## config.mk

```make
export PLATFORM = sky130hd
export DESIGN_NAME = psr_unit
export DESIGN_NICKNAME = d
export VERILOG_FILES = /design/src/rtl/psr_pkg.sv /design/src/rtl/psr_bank_map.sv /design/src/rtl/psr_field_merge.sv /design/src/rtl/psr_flag_calc.sv /design/src/rtl/psr_unit.sv
export SDC_FILE = /design/constraint.sdc
export NUM_CORES = 1
export LEC_CHECK = 0
export ABC_AREA = 1
export CAP_MARGIN = 20
export CORE_MARGIN = 2
export CORE_UTILIZATION = 40
export CTS_CLUSTER_SIZE = 12
export DETAILED_ROUTE_END_ITERATION = 10
export DONT_BUFFER_PORTS = 1
export GPL_TIMING_DRIVEN = 1
export PLACE_DENSITY = 0.6
export SYNTH_ARGS = -nofsm -noshare
export SYNTH_HDL_FRONTEND = slang
export SYNTH_SLANG_ARGS = --single-unit
export TNS_END_PERCENT = 50
```

## constraint.sdc

```tcl
create_clock -name clk -period 6.4 [get_ports clk]
set_input_delay 0.32 -clock clk [delete_from_list [all_inputs] [get_ports clk]]
set_output_delay 0.32 -clock clk [all_outputs]
set_load 0.05 [all_outputs]
```

## src/rtl/psr_pkg.sv

```systemverilog
package psr_pkg;

  localparam int unsigned PSR_W    = 32;
  localparam int unsigned MODE_W   = 5;
  localparam int unsigned N_FIELDS = 4;
  localparam int unsigned N_SAVED  = 5;
  localparam int unsigned SLOT_W   = $clog2(N_SAVED);
  localparam logic [PSR_W-1:0] PSR_RESET = 32'h0000_00D3;

  typedef enum logic [1:0] {
    FK_NONE  = 2'd0,
    FK_LOGIC = 2'd1,
    FK_ADD   = 2'd2,
    FK_SUB   = 2'd3
  } flag_kind_e;

  typedef enum logic [2:0] {
    BK_USER, BK_FIQ, BK_IRQ, BK_SVC, BK_ABT, BK_UND, BK_SYS, BK_VOID
  } bank_e;

  typedef struct packed {
    logic n;
    logic z;
    logic c;
    logic v;
  } nzcv_t;

  function automatic logic bank_has_saved(input bank_e b);
    return b inside {BK_FIQ, BK_IRQ, BK_SVC, BK_ABT, BK_UND};
  endfunction

  function automatic logic [SLOT_W-1:0] bank_slot(input bank_e b);
    case (b)
      BK_FIQ:  return SLOT_W'(0);
      BK_IRQ:  return SLOT_W'(1);
      BK_SVC:  return SLOT_W'(2);
      BK_ABT:  return SLOT_W'(3);
      BK_UND:  return SLOT_W'(4);
      default: return '0;
    endcase
  endfunction

endpackage

```

## src/rtl/psr_bank_map.sv

```systemverilog
module psr_bank_map
  import psr_pkg::*;
(
  input  logic [MODE_W-1:0] mode,
  output bank_e             bank
);
  always_comb begin
    case (mode)
      5'h00, 5'h10: bank = BK_USER;
      5'h01, 5'h11: bank = BK_FIQ;
      5'h02, 5'h12: bank = BK_IRQ;
      5'h03, 5'h13: bank = BK_SVC;
      5'h17:        bank = BK_ABT;
      5'h1B:        bank = BK_UND;
      5'h1F:        bank = BK_SYS;
      default:      bank = BK_VOID;
    endcase
  end
endmodule

```

## src/rtl/psr_field_merge.sv

```systemverilog
module psr_field_merge #(
  parameter int unsigned W  = 32,
  parameter int unsigned NF = 4
) (
  input  logic [W-1:0]  old_word,
  input  logic [W-1:0]  new_word,
  input  logic [NF-1:0] mask,
  output logic [W-1:0]  merged
);
  localparam int unsigned FW = W / NF;

  for (genvar f = 0; f < NF; f++) begin : g_field
    assign merged[f*FW +: FW] = mask[f] ? new_word[f*FW +: FW] : old_word[f*FW +: FW];
  end
endmodule

```

## src/rtl/psr_flag_calc.sv

```systemverilog
module psr_flag_calc
  import psr_pkg::*;
#(
  parameter int unsigned W = PSR_W
) (
  input  flag_kind_e kind,
  input  logic       a_sign,
  input  logic       b_sign,
  input  logic [W-1:0] res,
  input  nzcv_t      old_f,
  output nzcv_t      new_f
);
  logic r_sign;
  assign r_sign = res[W-1];

  always_comb begin
    new_f   = old_f;
    new_f.n = r_sign;
    new_f.z = (res == '0);
    case (kind)
      FK_ADD: begin
        new_f.c = (a_sign & b_sign) | (a_sign & ~r_sign) | (b_sign & ~r_sign);
        new_f.v = (a_sign == b_sign) && (r_sign != a_sign);
      end
      FK_SUB: begin
        new_f.c = (a_sign & ~b_sign) | (a_sign & ~r_sign) | (~b_sign & ~r_sign);
        new_f.v = (a_sign != b_sign) && (r_sign != a_sign);
      end
      default: ;
    endcase
  end
endmodule

```

## src/rtl/psr_unit.sv

```systemverilog
module psr_unit
  import psr_pkg::*;
(
  input  logic                clk,
  input  logic                rst_n,
  input  logic                wr_cur_en,
  input  logic                wr_saved_en,
  input  logic [N_FIELDS-1:0] field_mask,
  input  logic [PSR_W-1:0]    wr_data,
  input  logic [1:0]          flag_kind,
  input  logic                opnd_a_sign,
  input  logic                opnd_b_sign,
  input  logic [PSR_W-1:0]    alu_res,
  input  logic [MODE_W-1:0]   rd_mode,
  output logic [PSR_W-1:0]    cur_psr,
  output logic [PSR_W-1:0]    rd_saved,
  output logic                flag_n,
  output logic                flag_z,
  output logic                flag_c,
  output logic                flag_v,
  output logic                bank_sw,
  output logic [MODE_W-1:0]   sw_from_mode,
  output logic [MODE_W-1:0]   sw_to_mode
);
  localparam logic [N_FIELDS-1:0] FLAG_ONLY = {1'b1, {(N_FIELDS-1){1'b0}}};

  logic [PSR_W-1:0]  cur_q, cur_d;
  logic [PSR_W-1:0]  saved_q [N_SAVED];
  logic              sw_q;
  logic [MODE_W-1:0] from_q, to_q;

  bank_e cur_bank, rd_bank;
  logic  cur_has, rd_has, cur_user, mode_chg;
  logic [SLOT_W-1:0] cur_slot, rd_slot;
  logic [N_FIELDS-1:0] cur_mask;
  logic [PSR_W-1:0] cur_merged, saved_merged;
  nzcv_t old_f, new_f;
  flag_kind_e kind;

  psr_bank_map u_cur_map (.mode(cur_q[MODE_W-1:0]), .bank(cur_bank));
  psr_bank_map u_rd_map  (.mode(rd_mode),           .bank(rd_bank));

  assign cur_has  = bank_has_saved(cur_bank);
  assign rd_has   = bank_has_saved(rd_bank);
  assign cur_slot = bank_slot(cur_bank);
  assign rd_slot  = bank_slot(rd_bank);
  assign cur_user = (cur_bank == BK_USER);
  assign cur_mask = cur_user ? (field_mask & FLAG_ONLY) : field_mask;

  psr_field_merge #(.W(PSR_W), .NF(N_FIELDS)) u_cur_merge (
    .old_word(cur_q), .new_word(wr_data), .mask(cur_mask), .merged(cur_merged)
  );

  psr_field_merge #(.W(PSR_W), .NF(N_FIELDS)) u_saved_merge (
    .old_word(saved_q[cur_slot]), .new_word(wr_data), .mask(field_mask), .merged(saved_merged)
  );

  assign kind  = flag_kind_e'(flag_kind);
  assign old_f = nzcv_t'(cur_q[PSR_W-1 -: 4]);

  psr_flag_calc #(.W(PSR_W)) u_flags (
    .kind(kind), .a_sign(opnd_a_sign), .b_sign(opnd_b_sign),
    .res(alu_res), .old_f(old_f), .new_f(new_f)
  );

  always_comb begin
    if (wr_cur_en)
      cur_d = cur_merged;
    else if (kind != FK_NONE)
      cur_d = {new_f, cur_q[PSR_W-5:0]};
    else
      cur_d = cur_q;
  end

  assign mode_chg = wr_cur_en && (cur_merged[MODE_W-1:0] != cur_q[MODE_W-1:0]);

  always_ff @(posedge clk) begin
    if (!rst_n) begin
      cur_q  <= PSR_RESET;
      sw_q   <= 1'b0;
      from_q <= '0;
      to_q   <= '0;
    end else begin
      cur_q <= cur_d;
      sw_q  <= mode_chg;
      if (mode_chg) begin
        from_q <= cur_q[MODE_W-1:0];
        to_q   <= cur_merged[MODE_W-1:0];
      end
    end
  end

  always_ff @(posedge clk) begin
    for (int s = 0; s < N_SAVED; s++) begin
      if (!rst_n)
        saved_q[s] <= '0;
      else if (wr_saved_en && cur_has && (cur_slot == SLOT_W'(s)))
        saved_q[s] <= saved_merged;
    end
  end

  assign cur_psr      = cur_q;
  assign rd_saved     = rd_has ? saved_q[rd_slot] : cur_q;
  assign flag_n       = cur_q[PSR_W-1];
  assign flag_z       = cur_q[PSR_W-2];
  assign flag_c       = cur_q[PSR_W-3];
  assign flag_v       = cur_q[PSR_W-4];
  assign bank_sw      = sw_q;
  assign sw_from_mode = from_q;
  assign sw_to_mode   = to_q;
endmodule

```

==> impl_metrics.toml <==
[setup_path]
critical_path.reg2reg.endpoint = "saved_q[1][1]$_SDFFCE_PN0P_"
arrival_ps = 2910
end_kind = "output pin"
cp-start-kind = "input port"
cp_max_fo = 35
critPathKind = "input port to output pin"
cp.required_ps = 6080
r2r_slack_ps = 3420
r2r-start = "u_cur_map.bank[2]$_DFF_P_"
reg2regPathDepth = 8
cp-startpoint = "rd_mode[3]"

[logic_synthesis]
synth.area.top_cells = "edfxtp_1 (41%), a21oi_1 (9.7%), nand2_1 (8.1%)"
ys_ff_latch = 206
synth-seq-area-share_pct = 49.4
synth_compound_area_share_pct = 18.6
synth_top_area_share_pct = 41.4
ys.flop_type = "edfxtp_1"
synth_cells = 1489
synth-simple-area-share_pct = 23.7
synthMuxAreaShare_pct = 0
synth_edf_count = 160
synth_xor_area_share_pct = 0.0755
ys_warn_count = 0
syn_nets = 1573
yosys.area_share.adder_pct = 0.324
syn_area_per_cell_um2 = 7.79
synth_top_family_by_area = "simple AND/OR/NAND/NOR gates"
ys_types = 37
synth_area_mm2 = 0.0116
yosys.area.top_type = "edfxtp_1"
synth-async-reset-ratio_pct = 0

[worst_hold_path]
hp-start = "wr_data[17]"
hold_path_end = "cur_psr[17]$_SDFFE_PN0P_"
hp-class = "input port to register"
min_delay_path_depth = 2

[detailed_routing]
vias = 10355
drc = 0
wl_per_cell_um = 19.4
drt_pass1_iterations = 5
ant_nets = 0
first_iter_violations = 807
routed_wl_um = 36000
routed_via_density = 5.57

[sta]
final-max-slew-violation-count = 0
finClkSkew_ps = 24.8
fin_setup_tns_ps = 0
fin_ws_ps = 3170
finalSetupViolations = 0
slew_headroom_pct = 30.9
hold_viol_final = 0
rsz0062_at_grt = "no"
fin_crit_sh_pct = 50.5
worst_pin_slew_ps = 1040
timing.final.crit_period_ps = 3230
max_freq_mhz = 310

[placed_design]
io_buffers = 0
post-place-ws_ps = 3150
hpwl_um = 20100
gp_congestion = 0.786

[floorplanning]
core_region_area_mm2 = 0.0286
die_h_um = 174
pin_count = 160
start_util_pct = 40.5
die_w_um = 174
rows = 62
die_area_mm2 = 0.0304

[final_layout]
diodes = 0
mostFrequentLayoutCells = "nor2_1 (251), nand2_1 (248), a21oi_1 (225)"
final_common_cell = "nor2_1"
fin_util_pct = 44.9
fill_cells = 2891
syn_to_final_growth_pct = 10.9
drive_gt1_share_pct = 6.24
nets = 1539

[run_status]
outcome = "finished clean"

[pwr]
combPwrFrac_pct = 19.0
p_sw_w = 0.00126
power.leakage_nw = 5.33
internal_power_w = 0.00258
swShare_pct = 32.9
p_per_area_mw_per_mm2 = 299
clkPwrFrac_pct = 37.3
vdd_drop_max_uv = 153
seqPwrFrac_pct = 43.7

[clocking]
clockBufferDepth = 3
clockRootBuffer = "clkbuf_16"
cts_buffers = 25
clk_pin_slew_ps = 60
cts.sinks = 206
htreeDepth = 1
clk_latency_ps = 540
cts_tree = "built"
post_cts_resize_count = 0

[global_routing]
grt_pass1_wl_um = 56000
grt-ovfl-total = 0
antenna_found_initial = 0
grt_pass1_vias = 10114
grt_use_total_pct = 23.3
grt_max_degree = 71

[job]
max-cap-violations = 0
[cell usage after synthesis (all sizes together) (2+ instances only)]
library cell	count
nor2	253
o211ai	31
nand3	125
clkbuf	46
o21ai	134
nand4	9
inv	120
ha	3
edfxtp	160
a21oi	233
nand2	256
a22oi	2
dfxtp	46
clkinv	2
buf	53
nor4	8
[repair_timing]
action                                 CTS  global route
endpoints found under the hold margin   41             0
setup endpoints to repair                0             0
hold buffers                            24             0
setup buffers                            0             0
[worst max-delay path by stage]
stage / endpoint / cells past startpoint / slack (ps)
3_5_place_dp: rd_saved[4] / 12 / 3150
4_1_cts: rd_saved[4] / 12 / 3130
6_report: rd_saved[4] / 12 / 3170
3_3_place_gp: rd_saved[4] / 12 / 3200
2_1_floorplan: saved_q[4][0]$_SDFFCE_PN0P_ / 6 / 2610
5_1_grt: rd_saved[11] / 12 / 2920
[worst max-delay path, stage by stage]
cell and delay [ps]:
nor2_2 160, nor2_1 70, nand2_1 70, nand2_1 60
nand2_1 100, nand2_4 320, a21o_1 290, inv_2 430
buf_4 510, nor2_1 80, nand2_1 130, nand2_1 320
[power groups by stage]
| stage | sequential [W] | clock (W) | combinational (W) |
|---|---|---|---|
| 2_1_floorplan | 0.00169 | 0 | 0.000575 |
| 3_3_place_gp | 0.00171 | 0 | 0.000698 |
| 3_5_place_dp | 0.00171 | 0 | 0.000706 |
| 4_1_cts | 0.00168 | 0.00146 | 0.000729 |
| 5_1_grt | 0.00169 | 0.00151 | 0.000811 |
| 6_report | 0.00168 | 0.00144 | 0.000732 |
[cell type report]
cell class	instances	area, µm²	area share, %
sequential	206	5730	44.5
multi-input combinational	1062	5010	38.9
clock buffer	31	658	5.12
tap	384	480	3.73
inverter	122	458	3.56
timing repair buffer	38	375	2.92
clock inverter	15	160	1.24
[layer usage]
metal  GRT usage, %  up-vias  share of wire [%]
met2           40.0      376                 48
met1           30.3     4920                 43
met4           7.32        0                2.3
met3           3.37       62                6.9
li1               -     4997                  -
met5              0        -                  0
[through the flow]
step	std cells	hold WS [ps]	area, µm²	power (W)
floorplan	1489	430	11600	0.00226
global placement	1787	420	11800	0.00240
detailed placement	1787	429	11800	0.00241
CTS	1857	0.263	12800	0.00386
global route	1858	27.8	12900	0.00401
finish	1858	2.59	12900	0.00385
[kinds of logic after synthesis]
| kind of cell | after synthesis |
|---|---|
| compound gates | 403 |
| xor+xnor | 1 |
| fa+ha+maj | 3 |
| buf+inv | 221 |
| flops | 206 |
| simple gates | 655 |
[state kept, by name, summed over array words and instances, names as in the netlist]
name            cells
bank_sw             1
cur_psr            32
saved_q           160
sw_from_mode        5
sw_to_mode          5
u_cur_map.bank      3
No activity file was read; power rests on OpenSTA's default activity.
